==> src/rtl/pll_srch_pkg.sv <==
package pll_srch_pkg;

  localparam longint VCO_MAX_HZ = 64'd1500000000;
  localparam longint VCO_MIN_HZ = 64'd80000000;
  localparam longint PFD_MAX_HZ = 64'd40000000;
  localparam longint PFD_MIN_HZ = 64'd5000000;
  localparam int     MUL_MIN    = 6;
  localparam int     MUL_MAX    = 512;

  typedef enum logic [3:0] {
    ST_IDLE, ST_TGT, ST_NLO, ST_NHI, ST_MDIV, ST_FDIV, ST_EVAL, ST_ADV, ST_FIN
  } srch_state_e;

  function automatic logic [4:0] bits_per_px(input logic [1:0] code);
    case (code)
      2'd2:    bits_per_px = 5'd18;
      2'd3:    bits_per_px = 5'd16;
      default: bits_per_px = 5'd24;
    endcase
  endfunction

endpackage

==> src/rtl/div_iter.sv <==
module div_iter #(
  parameter int W = 48
) (
  input  logic         clk,
  input  logic         rst_n,
  input  logic         go,
  input  logic [W-1:0] dividend,
  input  logic [W-1:0] divisor,
  output logic [W-1:0] quo,
  output logic         fin
);
  localparam int CNT_W = $clog2(W + 1);

  logic [W-1:0]     rem_q, rem_n, quo_q, quo_n, dvs_q;
  logic [CNT_W-1:0] cnt_q;
  logic             busy_q, fin_q;
  logic [W:0]       shifted, trial;

  // one restoring step per cycle
  always_comb begin
    shifted = {rem_q, quo_q[W-1]};
    trial   = shifted - {1'b0, dvs_q};
    rem_n   = trial[W] ? shifted[W-1:0] : trial[W-1:0];
    quo_n   = {quo_q[W-2:0], ~trial[W]};
  end

  always_ff @(posedge clk or negedge rst_n) begin
    if (!rst_n) begin
      rem_q  <= '0;
      quo_q  <= '0;
      dvs_q  <= '0;
      cnt_q  <= '0;
      busy_q <= 1'b0;
      fin_q  <= 1'b0;
    end else if (go) begin
      rem_q  <= '0;
      quo_q  <= dividend;
      dvs_q  <= divisor;
      cnt_q  <= CNT_W'(W);
      busy_q <= 1'b1;
      fin_q  <= 1'b0;
    end else if (busy_q) begin
      rem_q <= rem_n;
      quo_q <= quo_n;
      cnt_q <= cnt_q - 1'b1;
      if (cnt_q == CNT_W'(1)) begin
        busy_q <= 1'b0;
        fin_q  <= 1'b1;
      end
    end else begin
      fin_q <= 1'b0;
    end
  end

  assign quo = quo_q;
  assign fin = fin_q;

  // every quotient handed out leaves a remainder below its divisor
  assert_rem_below_divisor_R4: assert property (@(posedge clk) disable iff (!rst_n)
    (fin_q && dvs_q != '0) |-> (rem_q < dvs_q));

endmodule

==> src/rtl/cand_check.sv <==
module cand_check
  import pll_srch_pkg::*;
#(
  parameter int W = 48
) (
  input  logic [W-1:0] m_raw,
  input  logic [W-1:0] cand_hz,
  input  logic [W-1:0] tgt_hz,
  input  logic [W-1:0] best_err,
  output logic [W-1:0] m_even,
  output logic         m_ok,
  output logic         better
);
  logic [W-1:0] err_abs;
  logic         f_ok;

  always_comb begin
    m_even  = m_raw + W'(m_raw[0]);
    m_ok    = (m_even >= W'(MUL_MIN)) && (m_even <= W'(MUL_MAX));
    f_ok    = (cand_hz >= W'(VCO_MIN_HZ)) && (cand_hz <= W'(VCO_MAX_HZ));
    err_abs = (tgt_hz >= cand_hz) ? (tgt_hz - cand_hz) : (cand_hz - tgt_hz);
    better  = f_ok && (err_abs < best_err);
  end

endmodule

==> src/rtl/pll_div_search.sv <==
module pll_div_search
  import pll_srch_pkg::*;
#(
  parameter int FREQ_W = 48,
  parameter int REF_W  = 32,
  parameter int PCLK_W = 24,
  parameter int LANE_W = 3,
  parameter int N_W    = 8,
  parameter int M_W    = 10
) (
  input  logic              clk,
  input  logic              rst_n,
  input  logic              start,
  input  logic [REF_W-1:0]  ref_hz,
  input  logic [PCLK_W-1:0] pclk_khz,
  input  logic [LANE_W-1:0] lanes,
  input  logic [1:0]        fmt,
  output logic [N_W-1:0]    best_n,
  output logic [M_W-1:0]    best_m,
  output logic [REF_W-1:0]  best_hz,
  output logic              done,
  output logic              err
);
  srch_state_e st_q, st_n;
  logic              issued_q, issued_n;
  logic [REF_W-1:0]  ref_q, ref_n;
  logic [PCLK_W-1:0] pclk_q, pclk_n;
  logic [LANE_W-1:0] lanes_q, lanes_n;
  logic [1:0]        fmt_q, fmt_n;
  logic [FREQ_W-1:0] tgt_q, tgt_n, f_q, f_n, berr_q, berr_n;
  logic [N_W-1:0]    nlo_q, nlo_n, nhi_q, nhi_n, n_q, n_n, bn_q, bn_n;
  logic [M_W-1:0]    m_q, m_n, bm_q, bm_n;
  logic [REF_W-1:0]  bf_q, bf_n;
  logic              found_q, found_n, done_q, done_n, err_q, err_n;

  logic [FREQ_W-1:0] dvd, dvs, quo, tgt_calc, m_even;
  logic              div_go, div_fin, m_ok, better;

  // divider operand select per state
  always_comb begin
    dvd = '0;
    dvs = FREQ_W'(1);
    case (st_q)
      ST_TGT:  begin dvd = FREQ_W'(pclk_q) * FREQ_W'(1000); dvs = FREQ_W'(lanes_q); end
      ST_NLO:  begin dvd = FREQ_W'(ref_q) + FREQ_W'(PFD_MAX_HZ - 1); dvs = FREQ_W'(PFD_MAX_HZ); end
      ST_NHI:  begin dvd = FREQ_W'(ref_q); dvs = FREQ_W'(PFD_MIN_HZ); end
      ST_MDIV: begin dvd = tgt_q * FREQ_W'(n_q); dvs = FREQ_W'(ref_q); end
      ST_FDIV: begin dvd = FREQ_W'(ref_q) * FREQ_W'(m_q); dvs = FREQ_W'(n_q); end
      default: ;
    endcase
  end

  assign div_go   = !issued_q && (st_q inside {ST_TGT, ST_NLO, ST_NHI, ST_MDIV, ST_FDIV});
  assign tgt_calc = ((quo * FREQ_W'(bits_per_px(fmt_q))) >> 3) * FREQ_W'(10);

  div_iter #(.W(FREQ_W)) u_div (
    .clk(clk), .rst_n(rst_n), .go(div_go),
    .dividend(dvd), .divisor(dvs), .quo(quo), .fin(div_fin)
  );

  cand_check #(.W(FREQ_W)) u_cand (
    .m_raw(quo), .cand_hz(f_q), .tgt_hz(tgt_q), .best_err(berr_q),
    .m_even(m_even), .m_ok(m_ok), .better(better)
  );

  always_comb begin
    st_n = st_q;  issued_n = issued_q;
    ref_n = ref_q;  pclk_n = pclk_q;  lanes_n = lanes_q;  fmt_n = fmt_q;
    tgt_n = tgt_q;  f_n = f_q;  berr_n = berr_q;
    nlo_n = nlo_q;  nhi_n = nhi_q;  n_n = n_q;  m_n = m_q;
    bn_n = bn_q;  bm_n = bm_q;  bf_n = bf_q;  found_n = found_q;
    done_n = 1'b0;  err_n = err_q;
    if (div_go) issued_n = 1'b1;
    case (st_q)
      ST_IDLE: if (start) begin
        ref_n = ref_hz;  pclk_n = pclk_khz;  lanes_n = lanes;  fmt_n = fmt;
        bn_n = '0;  bm_n = '0;  bf_n = '0;  found_n = 1'b0;
        berr_n = FREQ_W'(VCO_MAX_HZ);
        issued_n = 1'b0;
        st_n = ST_TGT;
      end
      ST_TGT: if (div_fin) begin
        issued_n = 1'b0;
        tgt_n    = tgt_calc;
        st_n     = (lanes_q == '0 || tgt_calc >= FREQ_W'(VCO_MAX_HZ)) ? ST_FIN : ST_NLO;
      end
      ST_NLO: if (div_fin) begin
        issued_n = 1'b0;
        nlo_n    = quo[N_W-1:0];
        st_n     = ST_NHI;
      end
      ST_NHI: if (div_fin) begin
        issued_n = 1'b0;
        nhi_n    = quo[N_W-1:0];
        n_n      = nlo_q;
        st_n     = (quo[N_W-1:0] == '0 || nlo_q > quo[N_W-1:0]) ? ST_FIN : ST_MDIV;
      end
      ST_MDIV: if (div_fin) begin
        issued_n = 1'b0;
        m_n      = m_even[M_W-1:0];
        st_n     = m_ok ? ST_FDIV : ST_ADV;
      end
      ST_FDIV: if (div_fin) begin
        issued_n = 1'b0;
        f_n      = quo;
        st_n     = ST_EVAL;
      end
      ST_EVAL: begin
        if (better) begin
          berr_n  = (tgt_q >= f_q) ? (tgt_q - f_q) : (f_q - tgt_q);
          bn_n    = n_q;  bm_n = m_q;  bf_n = f_q[REF_W-1:0];
          found_n = 1'b1;
        end
        st_n = ST_ADV;
      end
      ST_ADV: begin
        if (n_q == nhi_q) st_n = ST_FIN;
        else begin
          n_n  = n_q + 1'b1;
          st_n = ST_MDIV;
        end
      end
      ST_FIN: begin
        done_n = 1'b1;
        err_n  = !found_q;
        st_n   = ST_IDLE;
      end
      default: st_n = ST_IDLE;
    endcase
  end

  always_ff @(posedge clk or negedge rst_n) begin
    if (!rst_n) begin
      st_q <= ST_IDLE;  issued_q <= 1'b0;
      ref_q <= '0;  pclk_q <= '0;  lanes_q <= '0;  fmt_q <= '0;
      tgt_q <= '0;  f_q <= '0;  berr_q <= '0;
      nlo_q <= '0;  nhi_q <= '0;  n_q <= '0;  m_q <= '0;
      bn_q <= '0;  bm_q <= '0;  bf_q <= '0;  found_q <= 1'b0;
      done_q <= 1'b0;  err_q <= 1'b0;
    end else begin
      st_q <= st_n;  issued_q <= issued_n;
      ref_q <= ref_n;  pclk_q <= pclk_n;  lanes_q <= lanes_n;  fmt_q <= fmt_n;
      tgt_q <= tgt_n;  f_q <= f_n;  berr_q <= berr_n;
      nlo_q <= nlo_n;  nhi_q <= nhi_n;  n_q <= n_n;  m_q <= m_n;
      bn_q <= bn_n;  bm_q <= bm_n;  bf_q <= bf_n;  found_q <= found_n;
      done_q <= done_n;  err_q <= err_n;
    end
  end

  assign best_n  = bn_q;
  assign best_m  = bm_q;
  assign best_hz = bf_q;
  assign done    = done_q;
  assign err     = err_q;

  // end-of-search flag lasts one cycle
  assert_done_pulse_R9: assert property (@(posedge clk) disable iff (!rst_n)
    done |=> !done);
  // the error flag only moves together with the end-of-search pulse
  assert_err_moves_with_done_R8: assert property (@(posedge clk) disable iff (!rst_n)
    !$stable(err) |-> done);
  // the divider step under test stays inside the computed N range
  assert_n_in_range_R3: assert property (@(posedge clk) disable iff (!rst_n)
    (st_q == ST_MDIV) |-> (n_q >= nlo_q && n_q <= nhi_q));
  // a reported multiplier is even
  assert_m_even_R4: assert property (@(posedge clk) disable iff (!rst_n)
    (done && !err) |-> (best_m[0] == 1'b0));
  // a reported multiplier lies in its legal range
  assert_m_range_R5: assert property (@(posedge clk) disable iff (!rst_n)
    (done && !err) |-> (best_m >= M_W'(MUL_MIN) && best_m <= M_W'(MUL_MAX)));
  // a reported rate lies inside the oscillator window
  assert_rate_window_R6: assert property (@(posedge clk) disable iff (!rst_n)
    (done && !err) |-> (FREQ_W'(best_hz) >= FREQ_W'(VCO_MIN_HZ) &&
                        FREQ_W'(best_hz) <= FREQ_W'(VCO_MAX_HZ)));

endmodule

==> config.mk <==
export PLATFORM = sky130hd
export DESIGN_NAME = pll_div_search
export DESIGN_NICKNAME = d
export VERILOG_FILES = /design/src/rtl/pll_srch_pkg.sv /design/src/rtl/div_iter.sv /design/src/rtl/cand_check.sv /design/src/rtl/pll_div_search.sv
export SDC_FILE = /design/constraint.sdc
export NUM_CORES = 2
export LEC_CHECK = 0
export ABC_AREA = 1
export BUFFER_PORTS_ARGS = -buffer_cell sky130_fd_sc_hd__buf_2
export CAP_MARGIN = 25
export CORE_MARGIN = 2
export CORE_UTILIZATION = 30
export DETAILED_ROUTE_END_ITERATION = 6
export PLACE_DENSITY = 0.46
export SETUP_SLACK_MARGIN = 0.2
export SYNTH_ARGS = -nofsm -noshare
export SYNTH_HDL_FRONTEND = slang
export SYNTH_SLANG_ARGS = --single-unit
==> constraint.sdc <==
create_clock -name clk -period 6.45 [get_ports clk]
set_input_delay 1.935 -clock clk [delete_from_list [all_inputs] [get_ports clk]]
set_output_delay 1.935 -clock clk [all_outputs]
set_load 0.05 [all_outputs]
==> results.ini <==
[final_layout]
drive_gt1_share_pct = 12.8
fill_cells = 23100
final_nets = 10900
area_growth_pct = 17.9

[floorplanning]
dieHeight_um = 467
die_w_um = 467
dieArea_mm2 = 0.218
placementRows = 169
initial_core_util_pct = 30.2
io_pins = 116
core_area_mm2 = 0.213

[critical_path]
cp-end-kind = flip-flop
crit_top_cell = fa_1
crit_path_start_kind = flip-flop
crit_required_ps = 7040
cp_max_fo = 7
cp_slowest_cell = dfrtp_1
arrival_ps = 6680
worstSetupPathType = reg2reg
cp_slowest_stage_delay_ps = 780
worstPathCellList = nand2_1 > fa_1 > inv_1 > fa_1 > fa_1 > fa_1 > ha_1 > nand2_1 > nor2_1 > inv_1 > nor2_1 > nand3_1 > o211ai_1 > xnor2_1 > buf_4 > o22ai_1 > nor2_1 > nand2_1 > a21o_1

[route]
first_iter_violations = 5182
wl_per_cell_um = 22.3
postRouteAntennaNets = 0
first_pass_iters = 6
vias = 63500
wirelength_um = 279000
drc_errors = 0
vias_per_cell = 5.07

[timing]
rsz0062_at_grt = true
worst_pin_slew_ps = 1130
max_freq_mhz = 164
min_period_ps = 6090
hold_violations = 0
setup_viol = 0
slew_violations = 0
final.setup.worst_slack_ps = 365
relSlewSlack_pct = 24.5
clock_skew_ps = 28.7
post-route-period-util_pct = 94.3

[placement]
detailed_place_hpwl_um = 232000
pre_cts_ws_ps = -67.7
portBuffers = 114
place_congestion = 1.01

[yosys]
ys_warn_count = 0
synthFlopType = dfrtp_1
yosysTopAreaCellShare_pct = 18.4
ys_seq_area_share_pct = 16.7
syn_nets = 10500
syn_area_mm2 = 0.0643
yosysTopAreaCell = fa_1
synthArstFlopShare_pct = 100
synth-edff-count = 0
synthTopCellsByArea = fa_1 (18%), dfrtp_1 (17%), nand2_1 (14%)
ys_types = 72
synth_seq_cells = 429
synth_cells = 9275
syn_area_per_cell_um2 = 6.93
synthTopCellsByCount = nand2_1 (2414), inv_1 (1672), nor2_1 (792), ha_1 (607), fa_1 (590)
synth.most_common_cell = nand2_1

[clock_network]
cts.path.max_buffers = 3
clockRootBuffer = clkbuf_16
cts_tree = done
clk-insertion-delay-late_ps = 730
cts_made_buffers = 59
htreeDepth = 2
clkTransAtPathRegs_ps = 60
clock-sinks = 429

[global_route]
grt_pass1_wl_um = 414000
grt_max_degree = 102
track_usage_pct = 25.3
grt_pass1_vias = 63800
antenna_found_initial = 22
grt-ovfl-total = 0

[flow_run]
max_cap_viol_count = 0

[min_path]
hp-class = reg2reg

[outcome]
outcome = complete, no violations

==> layer usage <==
| layer | vias up | GRT usage (%) | wire length (µm) |
|---|---|---|---|
| li1 | 30000 | - | - |
| met1 | 31000 | 33.7 | 122000 |
| met2 | 2026 | 41.8 | 129000 |
| met3 | 478 | 2.39 | 14600 |
| met4 | 4 | 10.6 | 14000 |
| met5 | - | 0 | 22 |
==> cells in the final DEF (no fill, tap or decap), types with 25 or more instances in the layout <==
cell type and n:
a21o_1 42, a21oi_1 487, a21oi_2 37, a31oi_1 37, buf_2 113, buf_4 478, clkbuf_16 62, dfrtp_1 409
fa_1 588, ha_1 533, ha_4 65, inv_1 1658, inv_2 39, nand2_1 2321, nand2_2 92, nand3_1 355
nand4_1 81, nor2_1 705, nor2_2 74, nor2_4 30, nor3_1 55, o211ai_1 41, o21a_1 30, o21ai_0 573
o21ai_1 38, o21bai_1 49, o221ai_1 25, o22ai_1 81, xnor2_1 62, xor2_1 136
==> worst max-delay path, delay by kind of cell (launching register included) <==
family | cells | cell delay, ps
flops | 1 | 780
buf+inv | 3 | 360
fa+ha+maj | 5 | 2590
simple gates | 7 | 1290
xor+xnor | 1 | 290
compound gates | 3 | 630
==> path summary, 6_finish.rpt <==
path	start	end	slack, ps	cells after the start
worst min-delay path	found_q	err	450	1
min in group asynchronous	rst_n	best_hz[17]	1180	1
worst max-delay path	tgt_q[10]	u_div.quo[25]	360	19
worst max register to register	tgt_q[10]	u_div.quo[25]	360	19
max in group asynchronous	rst_n	ref_q[6]	3990	2
worst min register to register	found_q	err	450	1
==> final cells by class <==
| type | count | area [µm²] | area share (%) |
|---|---|---|---|
| Antenna cell | 5 | 12.5 | 0.0165 |
| Clock buffer | 72 | 1630 | 2.15 |
| Clock inverter | 37 | 510 | 0.674 |
| Inverter | 1706 | 6410 | 8.46 |
| Multi-Input combinational cell | 6833 | 48100 | 63.5 |
| Sequential cell | 429 | 10800 | 14.2 |
| Tap cell | 2821 | 3530 | 4.66 |
| Timing Repair Buffer | 626 | 4790 | 6.32 |
==> what timing repair did <==
action                     in CTS  in global routing
gates cloned                    0                  4
gates resized for setup        47                446
buffers inserted                3                 36
pin swaps                       7                148
hold buffers                    0                  0
setup endpoints to repair       4                 27
==> per-stage QoR <==
stage | TNS, ps | cells | cell area, µm² | utilization (%) | hold WS, ps
after global placement | -198 | 12400 | 70900 | 33.4 | 430
after detailed placement | -122 | 12400 | 71000 | 33.4 | 452
after global routing | 0 | 12500 | 75800 | 35.7 | 469
final | 0 | 12500 | 75800 | 35.7 | 454
after floorplan | 0 | 9275 | 64300 | - | 417
after CTS | 0 | 12500 | 73300 | 34.5 | 461
==> flip-flops by register name (all words and copies together), names as in the netlist, 24 cells and up <==
signal / cells
u_div.quo: 48
f_q: 48
berr_q: 48
ref_q: 32
u_div.dvs_q: 32
tgt_q: 47
pclk_q: 24
u_div.rem_q: 48
best_hz: 31
==> logic make-up after synthesis <==
kind of cell / after synthesis / synth area share (%)
and+or+nand+nor: 3833 / 24.2
buffers and inverters: 2013 / 11.9
AOI/OAI and AO/OA: 1573 / 13.8
adders and majority gates: 1197 / 30.2
DFF: 429 / 16.7
xor gates and xnor gates: 228 / 3.13
other: 1 / 0.00584
muxes: 1 / 0.0156
Power is left out: the tool's default activity adds up to more than one toggle a clock period on the data nets, which glitch-free logic cannot reach.
